<file path="config.mk">
export PLATFORM = sky130hd
export DESIGN_NAME = i2cm_cmd_front
export DESIGN_NICKNAME = d
export VERILOG_FILES = /design/src/rtl/i2cm_front_pkg.sv /design/src/rtl/i2cm_sfifo.sv /design/src/rtl/i2cm_fifo_events.sv /design/src/rtl/i2cm_cmd_front.sv
export SDC_FILE = /design/constraint.sdc
export NUM_CORES = 1
export LEC_CHECK = 0
export BUFFER_PORTS_ARGS = -buffer_cell sky130_fd_sc_hd__buf_2
export CORE_MARGIN = 1.5
export CORE_UTILIZATION = 50
export CTS_CLUSTER_SIZE = 25
export DETAILED_ROUTE_END_ITERATION = 8
export PLACE_DENSITY = 0.69
export SYNTH_ARGS = -nofsm -noshare
export SYNTH_HDL_FRONTEND = slang
export SYNTH_HIERARCHICAL = 1
export SYNTH_SLANG_ARGS = --single-unit
</file>
<file path="constraint.sdc">
create_clock -name clk -period 4.3 [get_ports clk]
set_clock_uncertainty 0.15 [all_clocks]
set_input_delay 0.43 -clock clk [delete_from_list [all_inputs] [get_ports clk]]
set_output_delay 0.43 -clock clk [all_outputs]
set_load 0.05 [all_outputs]
</file>
<file path="src/rtl/i2cm_front_pkg.sv">
package i2cm_front_pkg;
  typedef enum logic [2:0] {
    RA_DATA   = 3'd0,
    RA_CTRL   = 3'd1,
    RA_TARGET = 3'd2,
    RA_TXTHR  = 3'd3,
    RA_RXTHR  = 3'd4,
    RA_TXLVL  = 3'd5,
    RA_RXLVL  = 3'd6
  } reg_addr_e;

  localparam int READ_FLAG_BIT = 8;
  localparam int CMD_W = 9;
  localparam int BYTE_W = 8;
endpackage

</file>
<file path="src/rtl/i2cm_sfifo.sv">
module i2cm_sfifo #(
  parameter int WIDTH = 8,
  parameter int DEPTH = 8,
  localparam int AW = $clog2(DEPTH),
  localparam int LW = $clog2(DEPTH + 1)
) (
  input  logic             clk,
  input  logic             rst,
  input  logic             flush,
  input  logic             push,
  input  logic [WIDTH-1:0] din,
  input  logic             pop,
  output logic [WIDTH-1:0] dout,
  output logic [LW-1:0]    level
);
  logic [WIDTH-1:0] mem [DEPTH];
  logic [AW-1:0]    wptr, rptr;
  logic             do_push, do_pop;

  assign do_push = push && (level != LW'(DEPTH));
  assign do_pop  = pop && (level != '0);

  // storage has no reset so it can map to RAM
  always_ff @(posedge clk) begin
    if (do_push && !flush) mem[wptr] <= din;
  end

  always_ff @(posedge clk) begin
    if (rst || flush) begin
      wptr  <= '0;
      rptr  <= '0;
      level <= '0;
    end else begin
      if (do_push) wptr <= wptr + 1'b1;
      if (do_pop)  rptr <= rptr + 1'b1;
      level <= level + LW'(do_push) - LW'(do_pop);
    end
  end

  assign dout = mem[rptr];

  assert_level_bound_R11: assert property (@(posedge clk) disable iff (rst)
    level <= LW'(DEPTH));
  assert_flush_empties_R7: assert property (@(posedge clk) disable iff (rst)
    flush |=> (level == '0));
  assert_empty_pop_safe_R11: assert property (@(posedge clk) disable iff (rst)
    (level == '0 && !push) |=> (level == '0));
endmodule

</file>
<file path="src/rtl/i2cm_fifo_events.sv">
module i2cm_fifo_events #(
  parameter int LW = 4
) (
  input  logic          clk,
  input  logic          rst,
  input  logic [LW-1:0] tx_lvl,
  input  logic [LW-1:0] rx_lvl,
  input  logic [LW-1:0] tx_thr,
  input  logic [LW-1:0] rx_thr,
  input  logic          tx_over_s,
  input  logic          rx_over_s,
  input  logic          rx_under_s,
  output logic          ev_tx_empty,
  output logic          ev_rx_full,
  output logic          ev_tx_over,
  output logic          ev_rx_over,
  output logic          ev_rx_under
);
  always_ff @(posedge clk) begin
    if (rst) begin
      ev_tx_empty <= 1'b0;
      ev_rx_full  <= 1'b0;
      ev_tx_over  <= 1'b0;
      ev_rx_over  <= 1'b0;
      ev_rx_under <= 1'b0;
    end else begin
      ev_tx_empty <= (tx_lvl <= tx_thr);
      ev_rx_full  <= (rx_lvl > rx_thr);
      ev_tx_over  <= tx_over_s;
      ev_rx_over  <= rx_over_s;
      ev_rx_under <= rx_under_s;
    end
  end

  assert_rx_full_level_R3: assert property (@(posedge clk) disable iff (rst)
    ev_rx_full |-> ($past(rx_lvl) != '0));
endmodule

</file>
<file path="src/rtl/i2cm_cmd_front.sv">
module i2cm_cmd_front
  import i2cm_front_pkg::*;
#(
  parameter int DEPTH = 8,
  parameter int REG_W = 16,
  parameter int TGT_W = 10,
  localparam int LW = $clog2(DEPTH + 1)
) (
  input  logic             clk,
  input  logic             rst,
  input  logic             reg_wr,
  input  logic             reg_rd,
  input  logic [2:0]       reg_addr,
  input  logic [REG_W-1:0] reg_wdata,
  output logic [REG_W-1:0] reg_rdata,
  output logic             cmd_valid,
  input  logic             cmd_ready,
  output logic [CMD_W-1:0] cmd_data,
  input  logic             rx_valid,
  input  logic [BYTE_W-1:0] rx_byte,
  input  logic             xfer_abort,
  output logic             ctl_enabled,
  output logic [TGT_W-1:0] tgt_addr,
  output logic             ten_bit_mode,
  output logic             ev_tx_empty,
  output logic             ev_rx_full,
  output logic             ev_tx_over,
  output logic             ev_rx_over,
  output logic             ev_rx_under
);
  logic              en_q, ten_q;
  logic [TGT_W-1:0]  tgt_q;
  logic [LW-1:0]     txthr_q, rxthr_q;
  logic [LW-1:0]     tx_lvl, rx_lvl;
  logic [CMD_W-1:0]  tx_din, tx_dout;
  logic [BYTE_W-1:0] rx_dout;
  logic              wr_data, rd_data, flush, tx_pop;

  assign wr_data = reg_wr && (reg_addr == RA_DATA);
  assign rd_data = reg_rd && (reg_addr == RA_DATA);
  assign flush   = xfer_abort || !en_q;
  assign tx_din  = reg_wdata[READ_FLAG_BIT] ? {1'b1, {BYTE_W{1'b0}}}
                                            : {1'b0, reg_wdata[BYTE_W-1:0]};
  assign cmd_valid = en_q && (tx_lvl != '0);
  assign tx_pop    = cmd_valid && cmd_ready;
  assign cmd_data  = tx_dout;

  i2cm_sfifo #(.WIDTH(CMD_W), .DEPTH(DEPTH)) u_txq (
    .clk(clk), .rst(rst), .flush(flush), .push(wr_data && en_q),
    .din(tx_din), .pop(tx_pop), .dout(tx_dout), .level(tx_lvl));

  i2cm_sfifo #(.WIDTH(BYTE_W), .DEPTH(DEPTH)) u_rxq (
    .clk(clk), .rst(rst), .flush(flush), .push(rx_valid && en_q),
    .din(rx_byte), .pop(rd_data), .dout(rx_dout), .level(rx_lvl));

  i2cm_fifo_events #(.LW(LW)) u_evt (
    .clk(clk), .rst(rst), .tx_lvl(tx_lvl), .rx_lvl(rx_lvl),
    .tx_thr(txthr_q), .rx_thr(rxthr_q),
    .tx_over_s(wr_data && en_q && (tx_lvl == LW'(DEPTH))),
    .rx_over_s(rx_valid && en_q && (rx_lvl == LW'(DEPTH))),
    .rx_under_s(rd_data && (rx_lvl == '0)),
    .ev_tx_empty(ev_tx_empty), .ev_rx_full(ev_rx_full),
    .ev_tx_over(ev_tx_over), .ev_rx_over(ev_rx_over),
    .ev_rx_under(ev_rx_under));

  // control registers; address and mode are locked while enabled
  always_ff @(posedge clk) begin
    if (rst) begin
      en_q    <= 1'b0;
      ten_q   <= 1'b0;
      tgt_q   <= '0;
      txthr_q <= '0;
      rxthr_q <= '0;
    end else if (reg_wr) begin
      case (reg_addr)
        RA_CTRL: begin
          en_q <= reg_wdata[0];
          if (!en_q) ten_q <= reg_wdata[1];
        end
        RA_TARGET: if (!en_q) tgt_q <= reg_wdata[TGT_W-1:0];
        RA_TXTHR:  txthr_q <= reg_wdata[LW-1:0];
        RA_RXTHR:  rxthr_q <= reg_wdata[LW-1:0];
        default: ;
      endcase
    end
  end

  always_ff @(posedge clk) begin
    if (rst) begin
      reg_rdata <= '0;
    end else if (reg_rd) begin
      case (reg_addr)
        RA_DATA:   reg_rdata <= (rx_lvl != '0) ? REG_W'(rx_dout) : '0;
        RA_CTRL:   reg_rdata <= REG_W'({ten_q, en_q});
        RA_TARGET: reg_rdata <= REG_W'(tgt_q);
        RA_TXTHR:  reg_rdata <= REG_W'(txthr_q);
        RA_RXTHR:  reg_rdata <= REG_W'(rxthr_q);
        RA_TXLVL:  reg_rdata <= REG_W'(tx_lvl);
        RA_RXLVL:  reg_rdata <= REG_W'(rx_lvl);
        default:   reg_rdata <= '0;
      endcase
    end
  end

  assign ctl_enabled  = en_q;
  assign tgt_addr     = tgt_q;
  assign ten_bit_mode = ten_q;

  assert_tx_over_full_R4: assert property (@(posedge clk) disable iff (rst)
    ev_tx_over |-> ($past(tx_lvl) == LW'(DEPTH)));
  assert_rx_over_full_R6: assert property (@(posedge clk) disable iff (rst)
    ev_rx_over |-> ($past(rx_lvl) == LW'(DEPTH)));
  assert_rx_under_empty_R5: assert property (@(posedge clk) disable iff (rst)
    ev_rx_under |-> ($past(rx_lvl) == '0));
  assert_disabled_flush_R8: assert property (@(posedge clk) disable iff (rst)
    !en_q |=> (tx_lvl == '0 && rx_lvl == '0));
  assert_abort_flush_R7: assert property (@(posedge clk) disable iff (rst)
    xfer_abort |=> (tx_lvl == '0 && rx_lvl == '0));
  assert_target_locked_R9: assert property (@(posedge clk) disable iff (rst)
    en_q |=> ($stable(tgt_q) && $stable(ten_q)));
endmodule

</file>
# Word level (Yosys, flattened, before mapping)
# Memories as Yosys holds them, arrays and structs flattened. A register that Yosys moved wholly into a read port is not among the register bits.
# Index checks and enable logic that the tools add are counted.
classes:
  n_addsub: 8
  order_cmp: 2
  n_eq_ne: 10
  mux: 11
  n_bitwise: 1
  n_reduce_logical: 28
ops:
  columns: ["op", "n"]
  rows:
  - ["$pmux W10 S7", 1]
  - ["$logic_and A1 B1 Y1", 15]
  - ["$add A3 B1 Y3 const B", 4]
  - ["$mux W3", 4]
  - ["$eq A3 B3 Y1 const B", 3]
  - ["$mux W9", 1]
  - ["$add A4 B1 Y4", 2]
  - ["$eq A4 B4 Y1 const B", 2]
  - ["$mux W8", 1]
  - ["$ne A4 B4 Y1 const B", 2]
  - ["$reduce_bool A4 Y1", 2]
  - ["$sub A4 B1 Y4", 2]
  - ["$eq A3 B2 Y1 const B", 2]
  - ["$reduce_and A2 Y1", 3]
  - ["$reduce_and A3 Y1", 2]
  - ["$gt A4 B4 Y1", 1]
  - ["$le A4 B4 Y1", 1]
  - ["$logic_not A4 Y1", 1]
  - ["$mux W1", 4]
  - ["$eq A3 B1 Y1 const B", 1]
  - ["$logic_not A3 Y1", 1]
  - ["$logic_not A1 Y1", 2]
  - ["$logic_or A1 B1 Y1", 2]
  - ["$not A1 Y1", 1]
word_totals:
  reg_bits: 61
  ram_bits: 136
  input_bits: 34
  output_inout_bits: 43
  elab_cells: 79
  n_memories: 2
mem_list:
  columns: ["memory", "depth", "word_bits", "read_ports", "rd_clocked_by_memory_dff", "write_ports", "line_no", "rtl"]
  rows:
  - ["u_txq.mem", 8, 9, 1, 1, 1, "i2cm_sfifo.sv:16", "logic [WIDTH-1:0] mem [DEPTH];"]
  - ["u_rxq.mem", 8, 8, 1, 1, 1, "i2cm_sfifo.sv:16", null]

# Depth between registers and ports, before layout
logic_depth:
  word_depth: 7
  mapped_depth: 9

# Hierarchy
# Netlist, hierarchy kept.
modules_own_cells:
  columns: ["mod", "n_inst", "cells_each", "area_each_um2"]
  rows:
  - ["i2cm_sfifo at u_txq", 1, 183, 3492.1]
  - ["i2cm_sfifo at u_rxq", 1, 172, 3184.3]
  - ["i2cm_cmd_front", 1, 176, 1565.3]
  - ["i2cm_fifo_events", 1, 35, 316.6]

# Worst setup path before layout
# No wires, ideal clock.
synth_path:
  path_kind: "register -> register"
  from: "register en_q, in the netlist ctl_enabled"
  to: "register u_txq.level[2]"
  setup_time_ns: 0.128
  arrival_time_ns: 2.668
  t_required_ns: 4.022
  slack_ns: 1.354
  path_stages_with_launch: 9
  cell_sequence: "dfxtp_1 -> o41a_1 -> and2_1 -> nand2_1 -> xor2_1 -> ha_1 -> fa_1 -> xnor2_1 -> nor3_1"
synth_between:
  elab_chain_len: 4
synth_lines:
  columns: ["item", "line_no", "rtl"]
  rows:
  - ["start, declared", "i2cm_cmd_front.sv:31", "logic en_q, ten_q;"]
  - ["start signal, assigned", "i2cm_cmd_front.sv:77", "en_q <= reg_wdata[0];"]
  - ["$logic_and A1 B1 Y1", "i2cm_cmd_front.sv:44", "assign cmd_valid = en_q && (tx_lvl != '0);"]
  - ["net cmd_valid", "i2cm_cmd_front.sv:16", "output logic cmd_valid,"]
  - ["$logic_and A1 B1 Y1", "i2cm_cmd_front.sv:45", "assign tx_pop = cmd_valid && cmd_ready;"]
  - ["net tx_pop", "i2cm_cmd_front.sv:37", "logic wr_data, rd_data, flush, tx_pop;"]
  - ["$logic_and A1 B1 Y1", "i2cm_sfifo.sv:21", "assign do_pop = pop && (level != '0);"]
  - ["$sub A4 B1 Y4", "i2cm_sfifo.sv:36", "level <= level + LW'(do_push) - LW'(do_pop);"]
  - ["end signal, assigned", "i2cm_sfifo.sv:36", null]
  - ["end, declared", "i2cm_sfifo.sv:14", "output logic [LW-1:0] level"]
# The timed path passes the listed nets, and every way through them passes these cells.
# A chain may end at the register's enable or synchronous reset.

==> results.ini <==
[outcome]
status=completed

[sta]
hold_viol_final=0
slew-limit-headroom=0.327
fmax_ghz=0.315
period_needed_ps=3180
setup_viol=0
tns_ps=0
fin_crit_sh=0.739
final_max_slew_viol_count=0
grt_setup_unrepaired=false
tightestPinTransition_ps=1010

[final_layout]
fin_util=0.581
layout-area-overhead-vs-synth_pct=12.9
final_cell_mix=136 x edfxtp_1, 64 x buf_2, 61 x dfxtp_1, 46 x mux2i_1, 37 x nand2_1
nNetsFinal=693
drive_above_1_share=0.210
final_common_cell=edfxtp_1
antenna_cells=0
postLayoutCellArea_mm2=0.00966

[die]
io_pins=77
fp.dieH_um=134
dieArea_mm2=0.0179
die_w_um=134
start_util=0.514
core-area_mm2=0.0166
rows=47

[power]
power_per_cell_area_mw_per_mm2=385
sw_frac_of_total=0.224
p_comb_frac=0.032
p_sw_uw=834
total_leakage_power_nw=3.54
pwr-share-seq=0.546
clkPwrFrac=0.422
internal_power_mw=2.89
vdd_drop_max_v=0.000289

[synth]
synthSimpleGateAreaFrac=0.0949
synth_edf_count=136
ys_seq_area_frac=0.620
yosys_warnings=6
yosys-top-cells-area=edfxtp_1 48%, dfxtp_1 14%, mux4_1 10%
synth.distinct_cells=52
ys.flop_type=edfxtp_1
avgSynthCellArea_um2=15.1
synth_largest_area_cell=edfxtp_1
synth_xor_area_frac=0.00409
netlist_instances=566
async_flop_share=0
synthMuxAreaShare=0.184
synth_fa_ha_area_frac=0.0368
synth_top_family_by_area=multiplexers
synth_compound_area_frac=0.0303
synthesis.area_mm2=0.00856
yosys.area.top_type_share=0.477
ys_seq_elements=197

[worst_setup_path]
path_class=flip-flop to primary output
critical_path.startpoint_type=flip-flop
r2r.worst_path.cells=5
endpoint_kind=primary output
cp_max_fo=18
rrSetupSlack_ps=1580
r2r_end=reg_rdata[3]
cp.arrival_ps=2600
worstPathRequired_ps=3720

[clock_network]
clk_latency_ps=430
h-tree-depth=4
cts_resized=0
cts_tree=yes
cts_setup_buffers=0
cts-root-buf=clkbuf_16
path_clk_slew_ps=70
ctsHoldBuffers=0
clockBufferDepth=2
numCtsBuffers=17
clkSinkCount=197

[run]
cap_violations=0

[min_path]
hold_start=reg_wdata[6]
min_to=tgt_addr[6]
min_path_type=primary input to flip-flop
hold_depth=3

[detailed_routing]
drt-total-wl_mm=16.9
drc=0
route.detailed.wl_per_inst_um=19.5
drtIter0Drc=300
vias=4840
firstDrtPassIters=5
ant_nets=0
via_per_inst=5.58

[place]
gp_congestion=0.833
dp_hpwl_mm=11.4
portBuffers=64
place_area_mm2=0.00907

[global_routing]
grt_pass1_wl_mm=26.8
grt-ovfl-total=0
grt_pass1_vias=5000
track_usage=0.201
grt_max_degree=45
antenna_found_initial=0

final cells by class:
type | count | area (um^2)
clock buffers | 18 | 429
flip-flops and latches | 197 | 5310
clock inverters | 14 | 159
repair buffers | 75 | 403
well taps | 220 | 275
multi-input cells | 328 | 3030
inverters | 16 | 60.1
fillers | 1303 | 6980
worst max-delay path, cell delays in order (launching register included):
cell and delay, ps:
dfxtp_1 970, mux4_1 670, mux2_2 300, buf_2 210
registers in the layout, indices dropped and copies added, names as in the netlist, 4 cells and up, named ones only:
signal       flops
rxthr_q          4
u_rxq/mem       64
reg_rdata       10
u_txq/mem       72
u_txq/level      4
txthr_q          4
tgt_addr        10
u_rxq/level      4
per-layer routing:
metal | wire length (um) | GRT usage
met1 | 7210 | 0.241
met2 | 8680 | 0.354
met3 | 598 | 0.0420
met4 | 387 | 0.0821
met5 | 0 | 0
stage by stage:
| step | hold WS (ps) | setup slack, ps | total power [mW] | instances |
|---|---|---|---|---|
| after floorplan | 306 | 1350 | 2.15 | 571 |
| after global placement | 290 | 1400 | 2.19 | 836 |
| after detailed placement | 294 | 1320 | 2.19 | 836 |
| after CTS | 94.0 | 1050 | 3.75 | 868 |
| after global routing | 105 | 986 | 3.82 | 868 |
| final | 100 | 1120 | 3.72 | 868 |
worst max path at each step:
stage	depth (start not counted)	to	slack, ps	start
floorplan	8	u_txq/level[2]	1350	ctl_enabled
CTS	3	cmd_data[4]	1050	flip-flop
global route	3	cmd_data[0]	990	flip-flop
global placement	6	u_txq/mem[1][5]	1400	reg_addr[0]
finish	3	cmd_data[0]	1120	flip-flop
detailed placement	6	u_txq/mem[1][4]	1320	reg_addr[0]
Yosys cell counts (5+ instances only):
library cell / n
inv_1: 16
nand3b_1: 6
nor2_1: 34
buf_4: 6
o21ai_1: 6
and2_1: 7
and3_1: 5
dfxtp_1: 61
nand2_1: 37
nor2b_1: 15
a21oi_1: 9
nand3_1: 11
mux2i_1: 46
clkbuf_1: 10
buf_2: 8
mux4_1: 33
nor3_1: 12
o21ai_0: 5
ha_1: 22
mux2_2: 19
or3_1: 10
edfxtp_1: 136
power groups by stage:
stage | logic [mW] | registers [mW] | clock network, mW
6_report | 0.119 | 2.03 | 1.57
5_1_grt | 0.128 | 2.03 | 1.66
4_1_cts | 0.119 | 2.03 | 1.60
3_5_place_dp | 0.119 | 2.07 | 0
3_3_place_gp | 0.115 | 2.07 | 0
2_1_floorplan | 0.0608 | 2.09 | 0
cells by family after synthesis:
family / Yosys count
AOI/OAI and AO/OA: 39
xor gates and xnor gates: 4
adders and majority gates: 24
buffers and inverters: 46
DFF: 197
muxes: 100
other: 1
and+or+nand+nor: 155
No activity file was read; power rests on OpenSTA's default activity.
